--- config.mk ---
export PLATFORM = sky130hd
export DESIGN_NAME = pix_residue_scaler
export DESIGN_NICKNAME = d
export VERILOG_FILES = /design/src/rtl/scl_pkg.sv /design/src/rtl/scl_prod.sv /design/src/rtl/scl_rdiv.sv /design/src/rtl/scl_sat.sv /design/src/rtl/pix_residue_scaler.sv
export SDC_FILE = /design/constraint.sdc
export NUM_CORES = 1
export LEC_CHECK = 0
export ABC_CLOCK_PERIOD_IN_PS = 17600
export BUFFER_PORTS_ARGS = -buffer_cell sky130_fd_sc_hd__buf_2
export CAP_MARGIN = 20
export CORE_ASPECT_RATIO = 1.5
export CORE_MARGIN = 10
export CORE_UTILIZATION = 45
export CTS_CLUSTER_SIZE = 40
export DETAILED_ROUTE_END_ITERATION = 12
export GPL_TIMING_DRIVEN = 0
export HOLD_SLACK_MARGIN = 0.06
export RECOVER_POWER = 100
export SLEW_MARGIN = 20
export SYNTH_ARGS = -nofsm -noshare
export SYNTH_HDL_FRONTEND = slang
export SYNTH_SLANG_ARGS = --single-unit
export TNS_END_PERCENT = 50
--- constraint.sdc ---
create_clock -name clk -period 17.6 [get_ports clk]
set_clock_uncertainty 0.05 [all_clocks]
set_input_delay 1.76 -clock clk [delete_from_list [all_inputs] [get_ports clk]]
set_output_delay 1.76 -clock clk [all_outputs]
set_load 0.01 [all_outputs]
--- src/rtl/scl_pkg.sv ---
// Package: shared widths and control state for the residue-corrected scaler.
// Assumes the residue field is never wider than the integration-time field.
package scl_pkg;
    localparam int CNT_W = 14;
    localparam int RES_W = 11;
    localparam int TIM_W = 20;
    localparam int OUT_W = 20;

    typedef enum logic [1:0] {
        ST_IDLE = 2'd0,
        ST_MUL  = 2'd1,
        ST_DIV  = 2'd2
    } scl_state_e;
endpackage

--- src/rtl/scl_prod.sv ---
// Operand stage: on load, registers T*(C+1), T+R and C+1.
// Assumes RW <= TW, so that T+R fits in TW+1 bits.
module scl_prod #(
    parameter int CW = 14,
    parameter int RW = 11,
    parameter int TW = 20,
    localparam int PW = TW + CW + 1,
    localparam int DW = TW + 1
) (
    input  logic          clk,
    input  logic          rst_n,
    input  logic          load,
    input  logic [CW-1:0] cnt,
    input  logic [RW-1:0] res,
    input  logic [TW-1:0] tim,
    output logic [PW-1:0] prod_q,
    output logic [DW-1:0] den_q,
    output logic [CW:0]   cnt1_q
);
    logic [CW:0] cnt1;

    // Count plus one, the number of packets the residue interpolates toward.
    always_comb cnt1 = {1'b0, cnt} + {{CW{1'b0}}, 1'b1};

    // Capture the numerator, denominator and bound on an accepted request only.
    always_ff @(posedge clk) begin
        if (!rst_n) begin
            prod_q <= '0;
            den_q  <= '0;
            cnt1_q <= '0;
        end else if (load) begin
            prod_q <= PW'(tim) * PW'(cnt1);
            den_q  <= DW'(tim) + DW'(res);
            cnt1_q <= cnt1;
        end
    end
endmodule

--- src/rtl/scl_rdiv.sv ---
// Restoring divider: one quotient bit per cycle, MSB first, truncating.
// Takes NW cycles after go and pulses fin for one cycle.
// A zero divisor yields an all-ones quotient.
module scl_rdiv #(
    parameter int NW = 35,
    parameter int DW = 21,
    localparam int CNTW = $clog2(NW + 1)
) (
    input  logic          clk,
    input  logic          rst_n,
    input  logic          go,
    input  logic [NW-1:0] num,
    input  logic [DW-1:0] den,
    output logic          fin,
    output logic [NW-1:0] quo
);
    logic [DW-1:0]   rem;
    logic [NW-1:0]   acc;
    logic [CNTW-1:0] cnt;
    logic            active;
    logic [DW:0]     trial;
    logic            qbit;
    logic [DW:0]     nxt_rem;

    // One restoring step: shift in the next dividend bit and try to subtract.
    always_comb begin
        trial   = {rem, acc[NW-1]};
        qbit    = (trial >= {1'b0, den});
        nxt_rem = qbit ? (trial - {1'b0, den}) : trial;
    end

    // Iterate NW steps; acc shifts out the dividend and shifts in quotient bits.
    always_ff @(posedge clk) begin
        if (!rst_n) begin
            rem    <= '0;
            acc    <= '0;
            cnt    <= '0;
            active <= 1'b0;
            fin    <= 1'b0;
        end else begin
            fin <= 1'b0;
            if (go && !active) begin
                rem    <= '0;
                acc    <= num;
                cnt    <= CNTW'(NW);
                active <= 1'b1;
            end else if (active) begin
                rem <= nxt_rem[DW-1:0];
                acc <= {acc[NW-2:0], qbit};
                cnt <= cnt - 1'b1;
                if (cnt == CNTW'(1)) begin
                    active <= 1'b0;
                    fin    <= 1'b1;
                end
            end
        end
    end

    assign quo = acc;

    // support: the divider finish strobe lasts a single cycle.
    p_fin_single_r4: assert property (@(posedge clk) disable iff (!rst_n)
        fin |=> !fin);
    // support: a go accepted while idle starts a run.
    p_go_starts_r5: assert property (@(posedge clk) disable iff (!rst_n)
        (go && !active) |=> active);
endmodule

--- src/rtl/scl_sat.sv ---
// Saturation: clamps a wide quotient to the output width (all ones on overflow).
module scl_sat #(
    parameter int NW = 35,
    parameter int OW = 20
) (
    input  logic [NW-1:0] quo,
    output logic [OW-1:0] clamped
);
    logic ovf;

    // Any set bit above the output width means the value does not fit.
    always_comb begin
        ovf     = |quo[NW-1:OW];
        clamped = ovf ? {OW{1'b1}} : quo[OW-1:0];
    end
endmodule

--- src/rtl/pix_residue_scaler.sv ---
// Top: accepts a pixel's count, residue and integration time on start,
// then returns floor(T*(C+1)/(T+R)), saturated to OW bits, with a done strobe.
// The pipeline is: operand register, NW-cycle divider, saturate and register.
// Start is ignored while busy.
module pix_residue_scaler #(
    parameter int CW = scl_pkg::CNT_W,
    parameter int RW = scl_pkg::RES_W,
    parameter int TW = scl_pkg::TIM_W,
    parameter int OW = scl_pkg::OUT_W,
    localparam int PW = TW + CW + 1,
    localparam int DW = TW + 1
) (
    input  logic          clk,
    input  logic          rst_n,
    input  logic          start,
    input  logic [CW-1:0] count_in,
    input  logic [RW-1:0] resid_in,
    input  logic [TW-1:0] tint_in,
    output logic [OW-1:0] result,
    output logic          done,
    output logic          busy
);
    import scl_pkg::*;

    scl_state_e    state;
    logic          accept;
    logic          div_go;
    logic          div_fin;
    logic [PW-1:0] prod_q;
    logic [DW-1:0] den_q;
    logic [CW:0]   cnt1_q;
    logic [PW-1:0] quo;
    logic [OW-1:0] clamped;

    // Request acceptance and divider launch decode.
    always_comb begin
        accept = start && (state == ST_IDLE);
        div_go = (state == ST_MUL);
        busy   = (state != ST_IDLE);
    end

    scl_prod #(.CW(CW), .RW(RW), .TW(TW)) prod_i (
        .clk(clk), .rst_n(rst_n), .load(accept),
        .cnt(count_in), .res(resid_in), .tim(tint_in),
        .prod_q(prod_q), .den_q(den_q), .cnt1_q(cnt1_q)
    );

    scl_rdiv #(.NW(PW), .DW(DW)) div_i (
        .clk(clk), .rst_n(rst_n), .go(div_go),
        .num(prod_q), .den(den_q), .fin(div_fin), .quo(quo)
    );

    scl_sat #(.NW(PW), .OW(OW)) sat_i (
        .quo(quo), .clamped(clamped)
    );

    // Sequence control, result register and done strobe.
    always_ff @(posedge clk) begin
        if (!rst_n) begin
            state  <= ST_IDLE;
            result <= '0;
            done   <= 1'b0;
        end else begin
            done <= 1'b0;
            case (state)
                ST_IDLE: if (accept) state <= ST_MUL;
                ST_MUL:  state <= ST_DIV;
                ST_DIV: if (div_fin) begin
                    result <= clamped;
                    done   <= 1'b1;
                    state  <= ST_IDLE;
                end
                default: state <= ST_IDLE;
            endcase
        end
    end

    // done never lasts two cycles.
    p_done_pulse_r4: assert property (@(posedge clk) disable iff (!rst_n)
        done |=> !done);
    // an accepted request makes the block busy on the next cycle.
    p_busy_after_accept_r6: assert property (@(posedge clk) disable iff (!rst_n)
        (start && !busy) |=> busy);
    // a start while busy leaves the captured operands untouched.
    p_ignore_start_r6: assert property (@(posedge clk) disable iff (!rst_n)
        (busy && start) |=> ($stable(prod_q) && $stable(den_q)));
    // result changes only together with done.
    p_result_hold_r8: assert property (@(posedge clk) disable iff (!rst_n)
        !done |=> (done || $stable(result)));
    // with a nonzero denominator the result cannot exceed C+1.
    p_bound_r2: assert property (@(posedge clk) disable iff (!rst_n)
        (done && den_q != '0) |-> ({{(CW+1){1'b0}}, result} <= {{OW{1'b0}}, cnt1_q}));
    // a zero denominator produces all ones.
    p_zero_den_sat_r3: assert property (@(posedge clk) disable iff (!rst_n)
        (done && den_q == '0) |-> (result == {OW{1'b1}}));
endmodule

Word level (Yosys, flattened, before mapping)
Cells that the tools add are included.
Storage, ports and cells
  logic and storage cells: 50
  register bits after elaboration: 143
Operators by class
  add/subtract/negate cells: 4
  multiplexer cells: 14
  reduce and logical (&&, ||, !) cells: 12
  equality and inequality tests: 5
  $lt $le $gt $ge: 1
  bitwise gates (word level): 2
  multiply operators: 1
Operators with widths (number)
  $mux 35: 2
  $mul 20x15->35: 1
  $ge 22x21->1: 1
  $add 20x11->21: 1
  $mux 21: 1
  $sub 21x21->21: 1
  $mux 20: 1
  $add 14x1->15 const B: 1
  $reduce_or 15->1: 1
  $mux 6: 2
  $eq 6x1->1 const B: 1
  $pmux 2 s3: 1
  $reduce_and 2->1: 3
  $sub 6x1->6 const B: 1
  $mux 1: 5
  $mux 2: 2
  $reduce_bool 2->1: 2
  $reduce_or 3->1: 1
  $eq 2x1->1 const B: 1
  $eq 2x2->1 const B: 1
  $logic_and 1x1->1: 2
  $logic_not 2->1: 1
  $ne 2x1->1 const B: 1
  $ne 2x2->1 const B: 1
  other kinds (3): 4

Logic depth before layout (Yosys ltp)
  depth in word-level cells: 4
  gate-level depth with buffers: 28
  gate-level depth less buffers: 27

By module
A second synthesis with hierarchy kept.
Second synthesis, totals
  cell total of the unflattened synthesis: 2206
  area total of the unflattened synthesis: 18650.4 sq um
By module, submodules not included
  scl_prod: area an instance 13170.1 sq um, times used 1, cells an instance 1524
  scl_rdiv: area an instance 4159.0 sq um, times used 1, cells an instance 528
  pix_residue_scaler: area an instance 938.4 sq um, times used 1, cells an instance 99
  scl_sat: area an instance 382.9 sq um, times used 1, cells an instance 55

Worst setup path after synthesis
No wires, ideal clock.
  path kind: input port to flip-flop
  start: input port count_in[0]
  end: register prod_i.prod_q[33]
  stages on the path: 26
  library setup time: 0.144 ns
  arrival: 7.974 ns
  path slack: 9.432 ns
  cell sequence: ha_1 -> nand3_1 -> nor2_1 -> and3_1 -> xor2_1 -> clkbuf_1 -> nand2_1 -> fa_1 -> inv_1 -> fa_1 -> fa_1 -> fa_1 -> fa_1 -> inv_1 -> fa_1 -> inv_1 -> ha_1 -> and4_2 -> a41oi_1 -> o211ai_1 -> a21o_2 -> a31oi_4 -> o21ai_4 -> a2111oi_2 -> or4_1 -> o2111ai_1
On the way
  longest elaborated chain between the ends: 2
RTL lines
  from (decl): RTL line pix_residue_scaler.sv:16  | input logic [CW-1:0] count_in,
  $add 14x1->15: RTL line scl_prod.sv:23  | always_comb cnt1 = {1'b0, cnt} + {{CW{1'b0}}, 1'b1};
  $mul 20x15->35: RTL line scl_prod.sv:32  | prod_q <= PW'(tim) * PW'(cnt1);
  to (signal assigned): RTL line scl_prod.sv:32
  to (decl): RTL line scl_prod.sv:16  | output logic [PW-1:0] prod_q,
No other way between the ends.
A chain may end at the register's enable or synchronous reset.

Worst setup path in the final report
Ends and elaborated chain as after synthesis.

==> results.yml <==
cts:
  cts_hold_buf: 0
  htreeDepth: 4
  cts_tree: "done"
  cts_buffer_depth: 2
  clkTransAtPathRegs_ns: 0.06
  insertion_delay_ns: 0.45
  cts_resized: 0
  cts_setup_buffers: 0
  cts_sinks: 143
  cts_buffers: 17
  cts_root_buf: "clkbuf_16"
run_status:
  status: "finished, final reports clean"
timing:
  fin_crit_sh_pct: 53.0
  worstMarginPinSlew_ns: 1.34
  slew_headroom_pct: 9.28
  setup_violations: 0
  fin_crit_ns: 9.33
  slew_violations: 0
  timing.final.hold_violations: 0
  setup_tns_ns: 0
  fmax_ghz: 0.107
  rsz0062_at_grt: "false"
synthesis:
  synthesis.area_mm2: 0.0173
  yosys.area.top_type: "fa_1"
  synth_flop_cell: "dfxtp_1"
  synth_fp_nets: 2467
  synth_top_cell_area_share_pct: 27.1
  syn_area_per_cell_um2: 8.43
  ys_ff_latch: 143
  synthArstFlopShare_pct: 0
  syn_inst: 2051
  synth_edf_count: 0
  synth_area_leaders: "fa_1 (27%), dfxtp_1 (17%), ha_1 (9.7%)"
  yosysSeqAreaShare_pct: 16.6
  yosysUniqueCellTypes: 77
  ys_warn_count: 0
worst_setup_path:
  cp.arrival_ns: 9.59
  cpMaxStageDelayCell: "a2111oi_0"
  rr_endpoint: "div_i.rem[15]"
  cp_data_required_time_ns: 17.86
  rrSetupSlack_ns: 13.37
  setup.worst_path.start: "count_in[0]"
  r2r_cells: 12
  r2r_start: "div_i.quo[34]"
  slowest_delay_ns: 0.66
  worst-path-max-fanout: 10
  crit_type: "input port to register"
  start_kind: "input port"
  cpMostUsedCell: "fa_1"
  end_kind: "register"
power_and_ir_drop:
  leakage_nw: 8.54
  powerDensity_mw_per_mm2: 195
  ir_drop_v: 0.000206
die:
  fp-row-count: 87
  initial_utilization_pct: 45.8
  dieArea_mm2: 0.0468
  die_h_um: 260
  die_x_um: 180
  ioPinCount: 70
  core-area_mm2: 0.0378
detailed_routing:
  drcViolationCount: 0
  drt-initial-drc-count: 715
  wl_met3_mm: 1.71
  routed_wl_mm: 51.0
  first_pass_iters: 5
  antenna_left: 0
  routed_via_density: 5.37
  met1_length_mm: 20.0
  route.met2.wl_mm: 27.1
  vias: 14159
  wl_per_cell_um: 19.4
  maxUsedRoutingLayer: "met4"
final_layout:
  post-route-util_pct: 49.5
  diodes: 0
  nNetsFinal: 2551
  area_growth_pct: 8.02
  layout-drive-gt1-share_pct: 5.35
grt:
  grt_overflow_total: 0
  grt_max_degree: 17
  antenna_found_initial: 0
  grt_pass1_vias: 15127
  grt_pass1_wl_mm: 82.3
  grtUsageTotal_pct: 22.0
min_path:
  min_delay_worst_endpoint: "prod_i.den_q[3]"
  holdPathStages: 2
  hp-class: "register to register"
  worstHoldStart: "prod_i.den_q[3]"
place:
  gp_congestion: 0.929
  hpwlAfterDp_mm: 42.3
  numPortBuffers: 65
job:
  maxCapViolCount: 0
-- through the flow --
stage	power, W	area (µm²)	std cells	hold WS [ns]	setup slack (ns)
after floorplan	0.00264	17300	2051	0.382	9.43
final	0.00364	18700	2637	0.405	8.27
after detailed placement	0.00334	18200	2605	0.395	8.35
after global placement	0.00330	18200	2605	0.392	8.42
after CTS	0.00373	18800	2637	0.404	8.84
after global routing	0.00402	18700	2637	0.426	7.76
-- critical path, delay by kind of cell --
family	cells	cell delay (ns)
and+or+nand+nor	7	1.51
AOI/OAI and AO/OA	7	1.84
xor gates and xnor gates	1	0.18
adders and majority gates	8	3.38
buffers and inverters	4	0.89
-- kinds of logic after synthesis --
kind of cell	synth area share, %
XOR/XNOR	3.44
AND/OR/NAND/NOR	18.8
AO/OA/AOI/OAI	14.2
flip-flops	16.6
adder cells (fa/ha/maj)	36.8
buffers and inverters	9.51
multiplexers	0.752
-- power by group --
group          switching, W  internal [W]  leakage [nW]
clock network      0.000154      0.000220         0.292
registers         0.0000268      0.000363          1.17
logic               0.00168       0.00120          7.08
-- placed cells by master, fill, tap and decap left out, types with 39 or more instances in the layout --
cell      count
o21ai_0      45
ha_1        134
dfxtp_1     143
buf_2        39
xnor2_1      49
inv_1       298
nor2_1      105
clkbuf_1    132
a21oi_1     153
nand2_1     295
fa_1        234
and2_1      130
-- sequential cells by signal (all words and copies together), names as in the netlist --
signal	count
prod_i.prod_q	35
div_i.rem	21
result	20
prod_i.den_q	21
done	1
div_i.active	1
div_i.cnt	6
div_i.fin	1
state	2
div_i.quo	35
-- worst max path at each step --
stage	endpoint	slack, ns	cells after the start
4_1_cts	prod_i.prod_q[33]	8.84	27
3_5_place_dp	prod_i.prod_q[33]	8.35	27
2_1_floorplan	prod_i.prod_q[33]	9.43	26
6_report	prod_i.prod_q[33]	8.27	27
5_1_grt	prod_i.prod_q[33]	7.76	27
3_3_place_gp	prod_i.prod_q[33]	8.42	27
-- metal layers --
layer | global-route usage, % | up-vias
met3 | 2.59 | 106
met1 | 23.7 | 6959
met5 | 0 | -
met4 | 10.1 | 0
met2 | 42.1 | 349
li1 | - | 6745
-- cells in the mapped netlist, drive strengths merged, types with 3 or more instances --
master	count
a211o	4
a211oi	26
a21o	29
a21oi	153
a311oi	8
a31oi	8
and2	137
and3	17
buf	13
clkbuf	103
dfxtp	143
fa	234
ha	134
inv	298
mux2i	13
nand2	296
nand2b	11
nand3	23
nand4	12
nor2	106
nor2b	37
nor3	8
nor4	6
o211ai	12
o21a	15
o21ai	46
o21bai	7
o221a	20
o31a	7
o31ai	6
o41ai	3
or3	9
or3b	3
xnor2	49
xor2	19
-- final cells by class --
| cell class | count | area [µm²] |
|---|---|---|
| Clock inverter | 12 | 150 |
| Buffer | 120 | 497 |
| Inverter | 299 | 1120 |
| Clock buffer | 20 | 457 |
| Tap cell | 489 | 612 |
| Timing Repair Buffer | 65 | 293 |
| Multi-Input combinational cell | 1489 | 12700 |
| Sequential cell | 143 | 2860 |
| Fill cell | 3724 | 19100 |
Note: power is estimated with default switching activity, not from simulation.
